## config.mk

```make
export PLATFORM = sky130hd
export DESIGN_NAME = spi_flow_slave
export DESIGN_NICKNAME = d
export VERILOG_FILES = /design/src/rtl/spi_flow_pkg.sv /design/src/rtl/spi_sync_edge.sv /design/src/rtl/spi_byte_fifo.sv /design/src/rtl/spi_flow_slave.sv
export SDC_FILE = /design/constraint.sdc
export NUM_CORES = 1
export LEC_CHECK = 0
export BUFFER_PORTS_ARGS = -buffer_cell sky130_fd_sc_hd__clkbuf_2
export CORE_ASPECT_RATIO = 0.7
export CORE_UTILIZATION = 45
export CTS_BUF_LIST = sky130_fd_sc_hd__clkbuf_8
export CTS_CLUSTER_DIAMETER = 50
export DETAILED_ROUTE_END_ITERATION = 6
export PLACE_DENSITY = 0.58
export SLEW_MARGIN = 5
export SYNTH_ARGS = -nofsm -noshare
export SYNTH_HDL_FRONTEND = slang
export SYNTH_SLANG_ARGS = --single-unit
```

## constraint.sdc

```tcl
create_clock -name clk -period 7.9 [get_ports clk]
set_input_delay 1.58 -clock clk [delete_from_list [all_inputs] [get_ports clk]]
set_output_delay 1.58 -clock clk [all_outputs]
set_load 0.05 [all_outputs]
```

## src/rtl/spi_flow_pkg.sv

```systemverilog
package spi_flow_pkg;

    localparam int BYTE_W = 8;
    localparam int CNT_W  = $clog2(BYTE_W);

    typedef enum logic [1:0] {
        PH_CMD   = 2'd0,
        PH_WRITE = 2'd1,
        PH_READ  = 2'd2
    } phase_e;

    // Status byte, most significant field first
    typedef struct packed {
        logic pwr_down;
        logic ready;
        logic irq_pend;
        logic buf_full;
        logic rsvd;
        logic voice_busy;
        logic buf_avail;
        logic cmd_busy;
    } status_t;

    typedef struct packed {
        phase_e            phase;
        logic [CNT_W-1:0]  bit_cnt;
        logic [BYTE_W-1:0] rx_sh;
        logic [BYTE_W-1:0] tx_sh;
        logic [BYTE_W-1:0] cmd;
        logic              cmd_vld;
        logic              rdy_flag;
        logic              irq;
        logic              rd_wait;
        logic [BYTE_W-1:0] rd_hold;
    } front_st_t;

endpackage

```

## src/rtl/spi_sync_edge.sv

```systemverilog
module spi_sync_edge #(
    parameter int             W    = 3,
    parameter logic [W-1:0]   INIT = '0
) (
    input  logic         clk,
    input  logic         rst_n,
    input  logic [W-1:0] async_i,
    output logic [W-1:0] lvl_o,
    output logic [W-1:0] rise_o,
    output logic [W-1:0] fall_o
);

    logic [W-1:0] meta_q, sync_q, prev_q;

    always_ff @(posedge clk or negedge rst_n) begin
        if (!rst_n) begin
            meta_q <= INIT;
            sync_q <= INIT;
            prev_q <= INIT;
        end else begin
            meta_q <= async_i;
            sync_q <= meta_q;
            prev_q <= sync_q;
        end
    end

    assign lvl_o  = sync_q;
    assign rise_o = sync_q & ~prev_q;
    assign fall_o = ~sync_q & prev_q;

endmodule

```

## src/rtl/spi_byte_fifo.sv

```systemverilog
module spi_byte_fifo #(
    parameter int DW    = 8,
    parameter int DEPTH = 32
) (
    input  logic          clk,
    input  logic          rst_n,
    input  logic          push_i,
    input  logic [DW-1:0] data_i,
    input  logic          pop_i,
    output logic [DW-1:0] data_o,
    output logic          empty_o,
    output logic          full_o
);

    localparam int AW = (DEPTH > 1) ? $clog2(DEPTH) : 1;
    localparam int CW = $clog2(DEPTH + 1);

    typedef struct packed {
        logic [AW-1:0] wr;
        logic [AW-1:0] rd;
        logic [CW-1:0] cnt;
    } ptr_t;

    ptr_t          ptr_d, ptr_q;
    logic [DW-1:0] mem_q [DEPTH];

    function automatic logic [AW-1:0] step(input logic [AW-1:0] p);
        return (p == AW'(DEPTH - 1)) ? '0 : p + 1'b1;
    endfunction

    always_comb begin
        ptr_d = ptr_q;
        if (push_i) ptr_d.wr = step(ptr_q.wr);
        if (pop_i)  ptr_d.rd = step(ptr_q.rd);
        case ({push_i, pop_i})
            2'b10:   ptr_d.cnt = ptr_q.cnt + 1'b1;
            2'b01:   ptr_d.cnt = ptr_q.cnt - 1'b1;
            default: ptr_d.cnt = ptr_q.cnt;
        endcase
    end

    always_ff @(posedge clk or negedge rst_n) begin
        if (!rst_n) ptr_q <= '0;
        else        ptr_q <= ptr_d;
    end

    always_ff @(posedge clk) begin
        if (push_i) mem_q[ptr_q.wr] <= data_i;
    end

    assign data_o  = mem_q[ptr_q.rd];
    assign empty_o = (ptr_q.cnt == '0);
    assign full_o  = (ptr_q.cnt == CW'(DEPTH));

    // the front end never writes into a full buffer
    p_no_overflow_r7: assert property (@(posedge clk) disable iff (!rst_n)
        full_o |-> !push_i);

    // the consumer never pops an empty buffer
    p_no_underflow_r5: assert property (@(posedge clk) disable iff (!rst_n)
        empty_o |-> !pop_i);

endmodule

```

## src/rtl/spi_flow_slave.sv

```systemverilog
module spi_flow_slave
    import spi_flow_pkg::*;
#(
    parameter int                DEPTH   = 32,
    parameter logic [BYTE_W-1:0] CLR_OP  = 8'h04,
    parameter logic [BYTE_W-1:0] READ_OP = 8'hA2
) (
    input  logic              clk,
    input  logic              rst_n,
    input  logic              sclk_i,
    input  logic              csn_i,
    input  logic              mosi_i,
    output logic              miso_o,
    output logic              miso_oe_o,
    output logic              rdy_o,
    output logic              irq_drive_o,
    input  logic              pd_i,
    input  logic              voice_busy_i,
    input  logic              cmd_busy_i,
    output logic [BYTE_W-1:0] cmd_o,
    output logic              cmd_valid_o,
    output logic [BYTE_W-1:0] rx_data_o,
    output logic              rx_valid_o,
    input  logic              rx_ready_i,
    input  logic [BYTE_W-1:0] rd_data_i,
    input  logic              rd_valid_i,
    output logic              rd_ready_o
);

    localparam logic [CNT_W-1:0] LAST_BIT = CNT_W'(BYTE_W - 1);

    // ---- pin synchronizers: {sclk, csn, mosi}
    logic [2:0] pin_lvl, pin_rise, pin_fall;

    spi_sync_edge #(.W(3), .INIT(3'b110)) u_sync (
        .clk     (clk),
        .rst_n   (rst_n),
        .async_i ({sclk_i, csn_i, mosi_i}),
        .lvl_o   (pin_lvl),
        .rise_o  (pin_rise),
        .fall_o  (pin_fall)
    );

    logic sel, sclk_rise, sclk_fall, csn_fall, mosi_lvl;
    logic unused_edges;

    assign sel          = ~pin_lvl[1];
    assign sclk_rise    = pin_rise[2];
    assign sclk_fall    = pin_fall[2];
    assign csn_fall     = pin_fall[1];
    assign mosi_lvl     = pin_lvl[0];
    assign unused_edges = ^{pin_lvl[2], pin_rise[1:0], pin_fall[0]};

    // ---- write buffer
    logic              fifo_push, fifo_pop, fifo_empty, fifo_full;
    logic [BYTE_W-1:0] byte_in;

    spi_byte_fifo #(.DW(BYTE_W), .DEPTH(DEPTH)) u_fifo (
        .clk     (clk),
        .rst_n   (rst_n),
        .push_i  (fifo_push),
        .data_i  (byte_in),
        .pop_i   (fifo_pop),
        .data_o  (rx_data_o),
        .empty_o (fifo_empty),
        .full_o  (fifo_full)
    );

    // ---- protocol state
    front_st_t st_d, st_q;
    status_t   stat;
    logic      in_read, byte_done, fetch, rd_take, clr_hit;

    assign in_read   = (st_q.phase == PH_READ);
    assign rdy_o     = in_read ? ~st_q.rd_wait : ~fifo_full;
    assign byte_in   = {st_q.rx_sh[BYTE_W-2:0], mosi_lvl};
    assign byte_done = sel && sclk_rise && (st_q.bit_cnt == LAST_BIT);

    always_comb begin
        stat = '{pwr_down:   pd_i,
                 ready:      st_q.rdy_flag,
                 irq_pend:   st_q.irq,
                 buf_full:   fifo_full,
                 rsvd:       1'b0,
                 voice_busy: voice_busy_i,
                 buf_avail:  ~fifo_empty,
                 cmd_busy:   cmd_busy_i};
    end

    always_comb begin
        st_d         = st_q;
        st_d.cmd_vld = 1'b0;
        fifo_push    = 1'b0;
        fetch        = 1'b0;
        rd_take      = 1'b0;
        clr_hit      = 1'b0;

        if (!sel) begin
            st_d.phase   = PH_CMD;
            st_d.bit_cnt = '0;
            st_d.rd_wait = 1'b0;
        end else begin
            if (csn_fall && rdy_o) st_d.rdy_flag = 1'b1;

            if (sclk_fall) begin
                if (!rdy_o) begin
                    st_d.rdy_flag = 1'b0;
                    if (in_read) st_d.irq = 1'b1;
                end
                if (st_q.bit_cnt == '0)
                    st_d.tx_sh = in_read ? st_q.rd_hold : stat;
                else
                    st_d.tx_sh = {st_q.tx_sh[BYTE_W-2:0], 1'b0};
            end

            if (sclk_rise) begin
                st_d.rx_sh   = byte_in;
                st_d.bit_cnt = st_q.bit_cnt + 1'b1;
            end

            if (byte_done) begin
                case (st_q.phase)
                    PH_CMD: begin
                        st_d.cmd     = byte_in;
                        st_d.cmd_vld = 1'b1;
                        clr_hit      = (byte_in == CLR_OP);
                        if (byte_in == READ_OP) begin
                            st_d.phase = PH_READ;
                            fetch      = 1'b1;
                        end else begin
                            st_d.phase = PH_WRITE;
                        end
                    end
                    PH_WRITE: begin
                        if (fifo_full) st_d.irq = 1'b1;
                        else           fifo_push = 1'b1;
                    end
                    default: fetch = 1'b1;
                endcase
            end

            if (fetch) begin
                if (rd_valid_i) begin
                    rd_take      = 1'b1;
                    st_d.rd_hold = rd_data_i;
                    st_d.rd_wait = 1'b0;
                end else begin
                    st_d.rd_wait = 1'b1;
                end
            end else if (st_q.rd_wait && rd_valid_i) begin
                rd_take      = 1'b1;
                st_d.rd_hold = rd_data_i;
                st_d.rd_wait = 1'b0;
            end
        end

        if (clr_hit) st_d.irq = 1'b0;
    end

    always_ff @(posedge clk or negedge rst_n) begin
        if (!rst_n) begin
            st_q          <= '0;
            st_q.phase    <= PH_CMD;
            st_q.rdy_flag <= 1'b1;
        end else begin
            st_q <= st_d;
        end
    end

    assign fifo_pop    = rx_ready_i & ~fifo_empty;
    assign rx_valid_o  = ~fifo_empty;
    assign miso_o      = st_q.tx_sh[BYTE_W-1];
    assign miso_oe_o   = sel;
    assign irq_drive_o = st_q.irq;
    assign cmd_o       = st_q.cmd;
    assign cmd_valid_o = st_q.cmd_vld;
    assign rd_ready_o  = rd_take;

    // interrupt request is sticky until the clear opcode
    p_irq_sticky_r7: assert property (@(posedge clk) disable iff (!rst_n)
        irq_drive_o && !clr_hit |=> irq_drive_o);

    // the clear opcode drops the request on the next edge
    p_irq_clear_r9: assert property (@(posedge clk) disable iff (!rst_n)
        clr_hit |=> !irq_drive_o);

    // ready flag only comes back at a select edge with the line high
    p_rdy_restore_r8: assert property (@(posedge clk) disable iff (!rst_n)
        $rose(st_q.rdy_flag) |-> $past(csn_fall && rdy_o));

    // opcode strobe is a single cycle
    p_cmd_pulse_r2: assert property (@(posedge clk) disable iff (!rst_n)
        cmd_valid_o |=> !cmd_valid_o);

endmodule

```

After elaboration in Yosys (flattened, before gate mapping). Memories as Yosys holds them, arrays and structs flattened. Index checks and enable logic that the tools add are counted.

Register bits: 66. Latch bits: 0. Bits in writable memories: 256. ROM bits: 0. Word-level logic and storage cells: 105. Memories: 1.

Memories: u_fifo.mem_q (depth 32, bits a word 8, rd ports 1, clocked after memory_dff 0, write ports 1, line spi_byte_fifo.sv:25) `logic [DW-1:0] mem_q [DEPTH];`.

$add $sub $neg: 5. $mul: 0. Div/mod/pow operators: 0. Magnitude comparators: 0. Equal/unequal tests: 12. Shift operators: 0. Multiplexer cells: 44. Bitwise operators: 9. Reduce and logical (&&, ||, !) cells: 18.

Operators with widths (number): $mux 1 (27); $mux 8 (3); $mux 9 (2); $mux 5 (3); $pmux 6 s2 (1); $mux 11 (1); $add 5x1->5 const B (2); $eq 5x5->1 const B (2); $mux 2 (5); $reduce_bool 2->1 (5); $eq 8x3->1 const B (1); $eq 8x8->1 const B (1); $add 6x1->6 const B (1); $and 3x3->3 (2); $eq 6x6->1 const B (1); $logic_not 6->1 (1); $not 3->3 (2); $reduce_and 2->1 (3); $reduce_and 3->1 (2); $sub 6x1->6 const B (1); $eq 2x1->1 const B (2); $eq 2x2->1 const B (2); $logic_and 1x1->1 (4); $ne 2x2->1 const B (2); 9 further kinds (12).

Logic depth before layout (Yosys ltp). Gate-level depths: netlist (run 1).

Word-level depth: 12. Depth in mapped cells: 14.

Hierarchy. From an unflattened synthesis (run 1), not the netlist that was laid out.

Cells, all modules: 750. Area total of the unflattened synthesis: 13223.9 um^2.

Modules (own cells, without submodules): spi_byte_fifo (instances 1, cells each 576, area an instance 10998.0 um^2, sequential area each 8087.8 um^2); spi_flow_slave (instances 1, cells each 159, area an instance 1940.6 um^2, sequential area each 1002.2 um^2); spi_sync_edge (instances 1, cells each 15, area an instance 285.3 um^2, sequential area each 232.7 um^2).

Worst setup path before layout (run 1). No wires, ideal clock.

Kind: in2out. From: in rd_valid_i. To: out rd_ready_o. Data arrival time: 2.247 ns. Data required time: 6.320 ns. Slack: 4.073 ns. Cell stages on the path: 2. Cell sequence: o21ai_1 inv_1.

Word-level cells in the longest chain between the ends: 4.

Ends and longest elaborated chain: from (decl) (line spi_flow_slave.sv:26) `input logic rd_valid_i,`; $logic_and 1x1->1 (line spi_flow_slave.sv:150) `end else if (st_q.rd_wait && rd_valid_i) begin`; $mux 1 (line spi_flow_slave.sv:150); $mux 1 * (line spi_flow_slave.sv:142) `if (fetch) begin`; $mux 1 * (line spi_flow_slave.sv:98) `if (!sel) begin`; to (decl) (line spi_flow_slave.sv:27) `output logic rd_ready_o`.

Mark *: on every way between the ends. The rest lies on a longest branch, timed or not.

Worst setup path after layout (run 1).
From: reg u_fifo.ptr_q[6] in the netlist's numbering. To: out rx_data_o[6].

Word-level cells in the longest chain between the ends: 1.

Ends and longest elaborated chain: from (decl) (line spi_byte_fifo.sv:24) `ptr_t ptr_d, ptr_q;`; from (signal assigned) (line spi_byte_fifo.sv:44) `else ptr_q <= ptr_d;`; $mem_v2 32x8; to (decl) (line spi_flow_slave.sv:22) `output logic [BYTE_W-1:0] rx_data_o,`.

Every way passes these cells.

==> impl_results.md, run 1 <==
* Routability Congestion at 0.814
* Congestion Overflow GR at 0
* Leakage Power at 5.09 nW
* IO Pins at 41
* Layout area overhead at 12.1%
* WP data arrival at 3820 ps
* Clk_skew at 15.8 ps
* Maximum VDD drop at 0.154 mV
* FF/Latch Area at 0.00930 sq mm
* DP Wirelength at 18100 um
* Critical path data required time at 6320 ps
* Reg clk slew, reported paths at 60 ps
* Total of max-cap violations at 0
* Status: completed
* Setup CP Type: flop to output port
* Detailed Routing Iterations Pass 1 at 5
* Final hold vios at 0
* HP Class: flop to flop
* Fill count at 2291
* Reg2Reg Setup Slack at 4380 ps
* Sequential-to-total area share from yosys stat at 71.5%
* Post-synth EDFFs at 256
* Max Slew Vio Count at 0
* Post-route ant nets at 0
* Post-Layout Cell Count at 1155
* Die Area at 0.0296 sq mm
* Most used cell along the critical path: mux4_2
* RR Endpoint: u_fifo.mem_q[10][4]$_DFFE_PP_
* Footprint of the multi-input gates at 0.00343 sq mm
* Detailed-route DRC error count at 0
* Layout cells sized above 1 at 32.4%
* Post-Syn Area at 0.0130 sq mm
* Routed vias/inst at 5.73
* Max-slew headroom at 28.0%
* Row count at 51
* Worst path slowest cell: dfrtp_4
* TritonCTS clock tree: done
* Cts bufs inserted at 50
* Min-Delay Endpoint: u_sync.lvl_o[0]$_DFF_PN0_
* Setup TNS at 0 ps
* Period Utilization, post-route at 68.3%
* Number of cells on the critical path at 5
* Initial antenna violation count at 0
* Worst r2r src: st_q[37]$_DFFE_PN0P_
* Die Ht at 144 um
* Cts hold-fix bufs at 0
* R2R cell count at 6
* Vias at 6614
* Post-route cell area at 0.0146 sq mm
* Unique masters post-synth at 52
* Crit path launch: u_fifo.ptr_q[6]$_DFFE_PN0P_
* Crit path time final at 5400 ps
* Critical path's largest stage delay at 930 ps
* Ant. Diodes at 0
* FF+latch count, synth at 320
* Vias in the first global route at 6757
* Worst hold path depth at 0
* Drt total wl at 28500 um
* Synth warn at 0
* Cell Area, Placed at 0.0135 sq mm
* Post-synth top flop: edfxtp_1
* Power density cells at 333 mW/mm^2
* Synthesized instance count at 679
* Top delay family on crit path: multiplexers
* Clock tree sinks at 320
* Number of setup violations in the final report at 0
* Worst-path fanout max at 39
* CTS root buffer: clkbuf_8
* Fin nets at 774
* Fmax at 185 MHz
* H-tree depth at 2
* First-pass GRT wire length at 43600 um
* Total power at 4.85 mW
* Synth Net Count at 710
* Resized cells post-CTS at 0
* CP Buf/Inv Count at 2
* Die W at 205 um
* Slew @ Worst Pin at 1080 ps
* Crit. End Element: output port
* Worst setup SP type: flop
* Largest net degree at the start of global routing at 65
* RSZ-0062 raised after global routing: false
* Number of DRC markers in iteration 0 at 480
* Placed cell count at 1062
* Drt wl/cell at 24.7 um
* Worst-skew pair later-pin latency at 580 ps
* Cell Chain, Critical Path: buf_4, mux4_2, mux4_2, mux2_2, clkbuf_2
* Hold slack at 349 ps
* # port buffers at 40
* Post-Syn Area per Cell at 19.2 sq um
* Hold path startpoint: u_sync.meta_q[0]$_DFF_PN0_
* Core Box Area at 0.0281 sq mm
* Clock tree buffer depth at 3
* GRT Total Usage at 20.5%
* Asr flop ratio synth at 20.0%
* Initial Util at 46.3%
* Post-CTS setup buffer count at 0
==> cell type report <==
class,count,share of cell area (%)
Clock buffer,52,4.91
Inverter,14,0.361
Timing Repair Buffer,53,2.04
Clock inverter,41,2.14
Multi-Input combinational cell,304,23.5
Sequential cell,320,63.8
Tap cell,371,3.18
==> registers in the layout (all words and copies together), names as in the netlist <==
register / count
u_sync.prev_q: 2
st_q: 22
cmd_valid_o: 1
u_sync.lvl_o: 3
miso_o: 1
u_fifo.ptr_q: 16
irq_drive_o: 1
u_sync.meta_q: 3
cmd_o: 8
byte_in: 7
u_fifo.mem_q: 256
==> logic make-up after synthesis <==
logic type               Yosys count  share of synthesized area (%)
buffers and inverters             55                           2.13
XOR/XNOR                           8                          0.539
flip-flops                       320                           71.5
adder cells (fa/ha/maj)           13                           1.25
multiplexers                     124                           17.6
AO/OA/AOI/OAI                     46                           2.39
AND/OR/NAND/NOR                  113                           4.64
==> cell usage in the layout (no fill, tap or decap), types with 4 or more instances in the layout <==
cell / n
mux2i_1: 9
dfrtp_1: 55
clkbuf_8: 52
a211oi_1: 5
a21o_1: 5
a21oi_1: 11
clkinv_2: 10
clkinv_1: 15
xor2_1: 5
mux4_2: 80
o21ai_0: 8
nand3b_1: 4
nand3_1: 7
buf_4: 13
clkbuf_2: 39
dfstp_2: 7
and3_1: 5
edfxtp_1: 256
nand2b_1: 6
nor2_1: 49
nor3_1: 4
bufinv_16: 5
ha_1: 13
inv_1: 22
nand2_1: 7
nor2b_1: 11
mux2_2: 34
==> metrics by stage <==
stage	setup slack, ps	util (%)
after CTS	2370	51.9
after global routing	2250	51.9
after detailed placement	3000	48.3
after global placement	3060	48.3
after floorplan	4070	-
final	2500	51.9
==> how the worst max path moves through the flow <==
stage	endpoint	slack (ps)
floorplan	rd_ready_o	4070
global placement	rx_data_o[1]	3060
detailed placement	rx_data_o[6]	3000
CTS	rx_data_o[6]	2370
global route	rx_data_o[6]	2250
finish	rx_data_o[6]	2500
==> cells in the mapped netlist (6+ instances only) <==
cell type / count / area (sq um)
nor2_1: 49 / 184
nand3_1: 7 / 35.0
o21ai_0: 8 / 40.0
mux4_2: 80 / 1800
a21oi_1: 11 / 55.1
buf_2: 8 / 40.0
inv_1: 14 / 52.6
mux2i_1: 9 / 90.1
dfrtp_1: 57 / 1430
nand2_1: 7 / 26.3
nor2b_1: 11 / 68.8
mux2_2: 34 / 383
nand2b_1: 6 / 37.5
edfxtp_1: 256 / 7690
dfstp_2: 7 / 184
clkbuf_1: 17 / 63.8
ha_1: 13 / 163
buf_4: 8 / 60.1
==> metal layers <==
layer / track usage [%] / vias up / wire length [um]
met5: 0 / - / 0
met4: 5.46 / 0 / 546
met3: 5.63 / 53 / 2270
met2: 28.6 / 228 / 12400
met1: 31.5 / 3489 / 13300
li1: - / 2844 / -
==> where the power goes <==
| part | switching (mW) | leakage [nW] | internal [mW] |
|---|---|---|---|
| clock | 0.653 | 0.559 | 0.781 |
| combinational | 0.710 | 1.41 | 0.525 |
| sequential | 0.164 | 3.12 | 2.02 |
(Power assumes the default switching activity.)
==> run 2: changes to the inputs <==
PLACE_DENSITY = 0.6   (was 0.58)
clock period = 4.35 ns   (was 7.9 ns; I/O delays follow)
==> run 2 against run 1 <==
Against the previous run: non-clock buffer count up 7; largest cell class unchanged; clock-buffer cell count up 2; largest power group unchanged; global-route usage down 0.072 points; worst setup slack worse by 2400 ps; via count down 0.29%.
==> impl_results.md, run 2 (synthesis gave the netlist of run 1 again) <==
* RR Endpoint: u_fifo.mem_q[19][2]$_DFFE_PP_
* Reg2Reg Setup Slack at 830 ps (-3550 ps)
* WP data arrival at 3370 ps (-450 ps)
* Vias at 6595 (-0.29%)
* # port buffers at 40 (unchanged)
* TritonCTS clock tree: done
* Number of setup violations in the final report at 0 (unchanged)
* Fin nets at 779 (+0.65%)
* RSZ-0062 raised after global routing: false
* Setup CP Type: flop to output port
* Setup TNS at 0 ps (unchanged)
* Detailed Routing Iterations Pass 1 at 6 (+1)
* Grt met2 use at 29.2% (+0.57 points)
* Clock tree buffer depth at 3 (unchanged)
* Maximum VDD drop at 0.379 mV (+150%)
* Die Ht at 144 um (unchanged)
* Critical path data required time at 3480 ps (-2840 ps)
* Max Slew Vio Count at 0 (unchanged)
* Top Registers: u_fifo.mem_q x256, st_q x22, u_fifo.ptr_q x16
* Power density cells at 606 mW/mm^2 (+82%)
* P_sw at 2.77 mW (+82%)
* Number of DRC markers in iteration 0 at 587 (+22%)
* Layout area overhead at 12.5%
* Drt total wl at 28500 um (+0.15%)
* Drt wl/cell at 24.6 um (-0.11%)
* Max reg flops at 256 (unchanged)
* Core Box Area at 0.0281 sq mm (unchanged)
* H-tree depth at 2 (unchanged)
* GRT met1 Usage at 30.5% (-0.99 points)
* Period Utilization, post-route at 97.5%
* CTS root buffer: clkbuf_8
* Die Area at 0.0296 sq mm (unchanged)
* IO Pins at 41 (unchanged)
* Slew @ Worst Pin at 1140 ps (+69.1 ps)
* Reg clk slew, reported paths at 60 ps (about the same)
* Critical Path End: rx_data_o[7]
* Die W at 205 um (unchanged)
* Commonest cells after routing, fill and taps aside: 256 x edfxtp_1, 80 x mux4_2, 55 x dfrtp_1
* GRT Total Usage at 20.4% (-0.072 points)
* Final hold vios at 0 (unchanged)
* Largest net degree at the start of global routing at 41 (-37%)
* Routed vias/inst at 5.70 (-0.55%)
* Clock tree sinks at 320 (unchanged)
* Routability Congestion at 0.784 (-3.7%)
* Status: completed
* R2R cell count at 6 (unchanged)
* Total of max-cap violations at 0 (unchanged)
* Clock power frac at 29.1% (-0.5 points)
* Cell Area, Placed at 0.0136 sq mm (+0.33%)
* DP Wirelength at 18100 um (+0.16%)
* Vias in the first global route at 6714 (-0.64%)
* Cts bufs inserted at 48 (-4.0%)
* P_int at 6.09 mW (+83%)
* Worst r2r src: st_q[37]$_DFFE_PN0P_
* Worst-skew pair later-pin latency at 580 ps (about the same)
* Congestion Overflow GR at 0 (unchanged)
* Crit path launch: u_fifo.ptr_q[8]$_DFFE_PN0P_
* Net Sw Frac at 31.3% (-0.18 points)
* Crit. End Element: output port
* Post-route ant nets at 0 (unchanged)
* Fmax at 236 MHz
* Initial antenna violation count at 1 (+1)
* Worst-path fanout max at 35 (-10%)
* Max-slew headroom at 23.4% (-4.6 points)
* Detailed-route DRC error count at 0 (unchanged)
* Reg with most FFs: u_fifo.mem_q
* Leakage Power at 5.13 nW (+0.83%)
* HP Class: flop to flop
* Seq pwr share at 44.8% (-0.2 points)
* Initial Util at 46.3% (unchanged)
* Clk_skew at 13.1 ps (-2.77 ps)
* Row count at 51 (unchanged)
* Post-route cell area at 0.0146 sq mm (+0.39%)
* Most common cell after layout, fill and taps aside: edfxtp_1
* Crit path time final at 4240 ps
* First-pass GRT wire length at 43100 um (-1.1%)
* Layout cells sized above 1 at 32.4% (about the same)
* Met3 track demand over resource at 5.68% (+0.045 points)
* Ant. Diodes at 0 (unchanged)
* Gr busiest metal: met1
* Combinational power share at 26.0% (+0.5 points)
* Worst setup SP type: flop
## run 2: cell types whose count changed in the layout (fill, tap and decap cells not counted)
cell / change
buf_4: +6
buf_12: +1
inv_1: +5
clkinv_2: -7
inv_6: -1
clkinv_1: -3
clkbuf_8: +2
## run 2: worst min-delay path by stage
stage	end	start	depth (start not counted)	slack, ps
4_1_cts	u_sync.meta_q[1]$_DFF_PN1_	csn_i	1	340
3_5_place_dp	u_sync.lvl_o[0]$_DFF_PN0_	u_sync.meta_q[0]$_DFF_PN0_	0	340
2_1_floorplan	u_sync.lvl_o[0]$_DFF_PN0_	u_sync.meta_q[0]$_DFF_PN0_	0	330
5_1_grt	u_sync.meta_q[2]$_DFF_PN1_	sclk_i	1	350
3_3_place_gp	u_sync.lvl_o[0]$_DFF_PN0_	u_sync.meta_q[0]$_DFF_PN0_	0	340
6_report	u_sync.lvl_o[1]$_DFF_PN1_	u_sync.meta_q[1]$_DFF_PN1_	0	360
## run 2: power groups by stage
stage | combinational (mW) | clock (mW) | sequential (mW)
floorplan | 1.66 | 0 | 3.92
finish | 2.31 | 2.58 | 3.97
CTS | 2.33 | 2.64 | 3.97
global route | 2.45 | 2.77 | 4.00
detailed placement | 2.26 | 0 | 4.07
global placement | 2.21 | 0 | 4.06
## run 2: cell type report
type	count	area, sq um
sequential	320	9300
clock inverter	35	275
timing repair buffer	60	363
tap	371	464
inverter	14	52.6
clock buffer	54	743
multi-input combinational	304	3430
fill	2231	13400
## run 2: through the flow
| step | total power, mW | hold WS (ps) | utilization (%) | worst slack, ps | std cells |
|---|---|---|---|---|---|
| finish | 8.86 | 356 | 52.1 | 109 | 1158 |
| global route | 9.22 | 348 | 52.1 | 11.4 | 1158 |
| CTS | 8.94 | 335 | 52.1 | 62.4 | 1158 |
| detailed placement | 6.33 | 342 | 48.4 | 474 | 1068 |
| global placement | 6.26 | 337 | 48.4 | 512 | 1068 |
| floorplan | 5.58 | 331 | - | 1260 | 679 |
## run 2: per-layer routing
metal / vias to the layer above / part of all wire [%] / routed length [um]
li1: 2859 / - / -
met1: 3446 / 46 / 13100
met2: 251 / 44 / 12500
met5: - / 0 / 0
met4: 0 / 1.7 / 478
met3: 39 / 8.7 / 2480
## run 2: worst max-delay path: stages, from the launching register on
cell and delay (ps):
dfrtp_2 990, buf_4 350, mux4_2 390, mux4_2 500
mux2_2 300, clkbuf_2 240
## run 2: timing repair
| action | in CTS | in global routing |
|---|---|---|
| endpoints found under the setup margin | 8 | 0 |
| resized for setup | 0 | 0 |
| setup buffers | 1 | 0 |
| hold buffers | 0 | 0 |
==> run 3: changes to the inputs <==
CTS_CLUSTER_DIAMETER = 40   (was 50)
REMOVE_ABC_BUFFERS = 1   (was default)
==> run 3 against run 2 <==
Against the previous run: flip-flop and latch count did not move; cell area fell by 0.62%; sequential power barely moved; global-route usage fell by 0.25 points; largest power group unchanged; register-to-register slack got worse by 140 ps; worst hold slack got worse by 3.0 ps; core utilization fell by 0.32 points; clock-buffer cell count fell by 1.
==> impl_results.md, run 3 (synthesis gave the netlist of run 1 again) <==
* Clk_skew at 17.4 ps (+4.39 ps)
* Fin nets at 775 (-0.51%)
* Cts bufs inserted at 49 (+2.1%)
* CTS root buffer: clkbuf_8
* Combinational power share at 26.5% (+0.5 points)
* Hold slack at 353 ps (-2.97 ps)
* Setup CP Type: flop to output port
* Power density cells at 596 mW/mm^2 (-1.6%)
* Cell Chain, Critical Path: buf_4, mux4_2, mux4_2, mux2_2, clkbuf_2
* Die Area at 0.0296 sq mm (unchanged)
* Total of max-cap violations at 0 (unchanged)
* Critical path's largest stage delay at 700 ps (-290 ps)
* Initial antenna violation count at 1 (unchanged)
* Commonest cells after routing, fill and taps aside: 256 x edfxtp_1, 80 x mux4_2, 55 x dfrtp_1
* Clock tree buffer depth at 3 (unchanged)
* First-pass GRT wire length at 43000 um (-0.32%)
* Post-route ant nets at 0 (unchanged)
* Layout area overhead at 11.8%
* GRT Total Usage at 20.2% (-0.25 points)
* Net Sw Frac at 31.9% (+0.61 points)
* Ant. Diodes at 0 (unchanged)
* Clock tree sinks at 320 (unchanged)
* Crit. End Element: output port
* Layout cells sized above 1 at 31.6% (-0.77 points)
* Slew @ Worst Pin at 1190 ps (+42.2 ps)
* DP Wirelength at 17500 um (-3.7%)
* Footprint of the multi-input gates at 0.00343 sq mm (unchanged)
* P_int at 5.90 mW (-3.1%)
* Top delay family on crit path: multiplexers
* Detailed Routing Iterations Pass 1 at 6 (unchanged)
* Worst path slowest cell: dfrtp_4
* Routed vias/inst at 5.69 (-0.14%)
* Max-slew headroom at 20.9% (-2.5 points)
* Fill count at 2240 (+0.40%)
* Largest net degree at the start of global routing at 46 (+12%)
* Most used cell along the critical path: mux4_2
* Congestion Overflow GR at 0 (unchanged)
* Setup TNS at 0 ps (unchanged)
* Total power at 8.67 mW (-2.2%)
* P_sw at 2.77 mW (-0.30%)
* Top Registers: u_fifo.mem_q x256, st_q x22, u_fifo.ptr_q x16
* Number of setup violations in the final report at 0 (unchanged)
* Maximum VDD drop at 0.296 mV (-22%)
* Critical path data required time at 3480 ps (about the same)
* Routability Congestion at 0.815 (+4.0%)
* Die Ht at 144 um (unchanged)
* # port buffers at 40 (unchanged)
* Reg clk slew, reported paths at 60 ps (about the same)
* Drt total wl at 28200 um (-1.1%)
* Worst-path fanout max at 17 (-51%)
* Vias at 6569 (-0.39%)
* Crit path time final at 4090 ps (-147 ps)
* Core Box Area at 0.0281 sq mm (unchanged)
* Final Util at 51.8% (-0.32 points)
* Worst setup SP type: flop
* Max Slew Vio Count at 0 (unchanged)
* Setup slack after layout at 256 ps (+147 ps)
* Pre-CTS setup slack at 568 ps (+93.9 ps)
* Vias in the first global route at 6772 (+0.86%)
* Detailed-route DRC error count at 0 (unchanged)
* Die W at 205 um (unchanged)
* Status: completed
* Max reg flops at 256 (unchanged)
* IO Pins at 41 (unchanged)
* Seq pwr share at 45.9% (+1.1 points)
* Period Utilization, post-route at 94.1% (-3.4 points)
* HP Class: flop to flop
* Reg with most FFs: u_fifo.mem_q
* Leakage Power at 5.10 nW (-0.62%)
* Most common cell after layout, fill and taps aside: edfxtp_1
* TritonCTS clock tree: done
* Final hold vios at 0 (unchanged)
* H-tree depth at 2 (unchanged)
* CP Buf/Inv Count at 2 (unchanged)
* FF/Latch Area at 0.00930 sq mm (unchanged)
* Drt wl/cell at 24.4 um (-0.86%)
* Fmax at 244 MHz (+3.6%)
* RSZ-0062 raised after global routing: false
* Initial Util at 46.3% (unchanged)
* Row count at 51 (unchanged)
* WP data arrival at 3220 ps (-150 ps)
* Worst-skew pair later-pin latency at 580 ps (about the same)
* Number of DRC markers in iteration 0 at 689 (+17%)
* Clock power frac at 27.6% (-1.5 points)
run 3: cell types whose count changed in the layout (fill, tap and decap cells not counted), moves of 2 or more:
cell       delta
buf_4         -7
inv_1         +4
bufinv_16     -3
buf_12        +2
clkinv_2      +2
run 3: through the flow:
stage          instance area (sq um)  instances
6_report                       14500       1155
5_1_grt                        14500       1155
4_1_cts                        14500       1155
3_5_place_dp                   13600       1063
3_3_place_gp                   13600       1063
2_1_floorplan                  12800        638
run 3: worst paths after layout:
path	from	end	slack, ps	depth (start not counted)
setup / recovery	u_fifo.ptr_q[6]$_DFFE_PN0P_	rx_data_o[2]	260	5
max in group asynchronous	rst_n	st_q[10]$_DFFE_PN1N_	2950	2
hold reg to reg	u_sync.meta_q[0]$_DFF_PN0_	u_sync.lvl_o[0]$_DFF_PN0_	350	0
setup reg to reg	st_q[37]$_DFFE_PN0P_	u_fifo.mem_q[7][1]$_DFFE_PP_	690	6
min in group asynchronous	rst_n	st_q[38]$_DFFE_PN0P_	480	1
hold / removal	u_sync.meta_q[0]$_DFF_PN0_	u_sync.lvl_o[0]$_DFF_PN0_	350	0
run 3: worst register-to-register path, stage by stage, from the launching register on:
cell and delay (ps):
dfrtp_1 370, ha_1 160, ha_1 180, nor2b_1 220, nor4b_2 730, nand3_1 620, nor2_1 1000
run 3: layer usage:
metal / GRT usage [%] / vias up / part of all wire, %
met5: 0 / - / 0
met4: 5.03 / 0 / 1.4
met3: 5.05 / 39 / 9.0
met2: 28.3 / 235 / 43
met1: 31.4 / 3450 / 46
li1: - / 2845 / -
run 3: final cells by class:
cell class                      count  area share, %
Clock inverter                     38           1.45
Clock buffer                       53           5.02
Multi-Input combinational cell    304           23.6
Sequential cell                   320           64.0
Timing Repair Buffer               55           2.41
Tap cell                          371           3.19
Inverter                           14          0.361
run 3: timing repair:
item	CTS	global route
setup endpoints to repair	5	0
gates resized for setup	0	0
hold buffers	0	0
endpoints found under the hold margin	0	0
buffers inserted	1	0
run 3: power by group through the flow:
stage	Sequential, mW	Clock [mW]	Combinational (mW)
3_3_place_gp	4.07	0	2.19
2_1_floorplan	4.18	0	1.38
5_1_grt	4.02	2.57	2.44
3_5_place_dp	4.08	0	2.25
4_1_cts	3.99	2.44	2.32
6_report	3.98	2.39	2.29
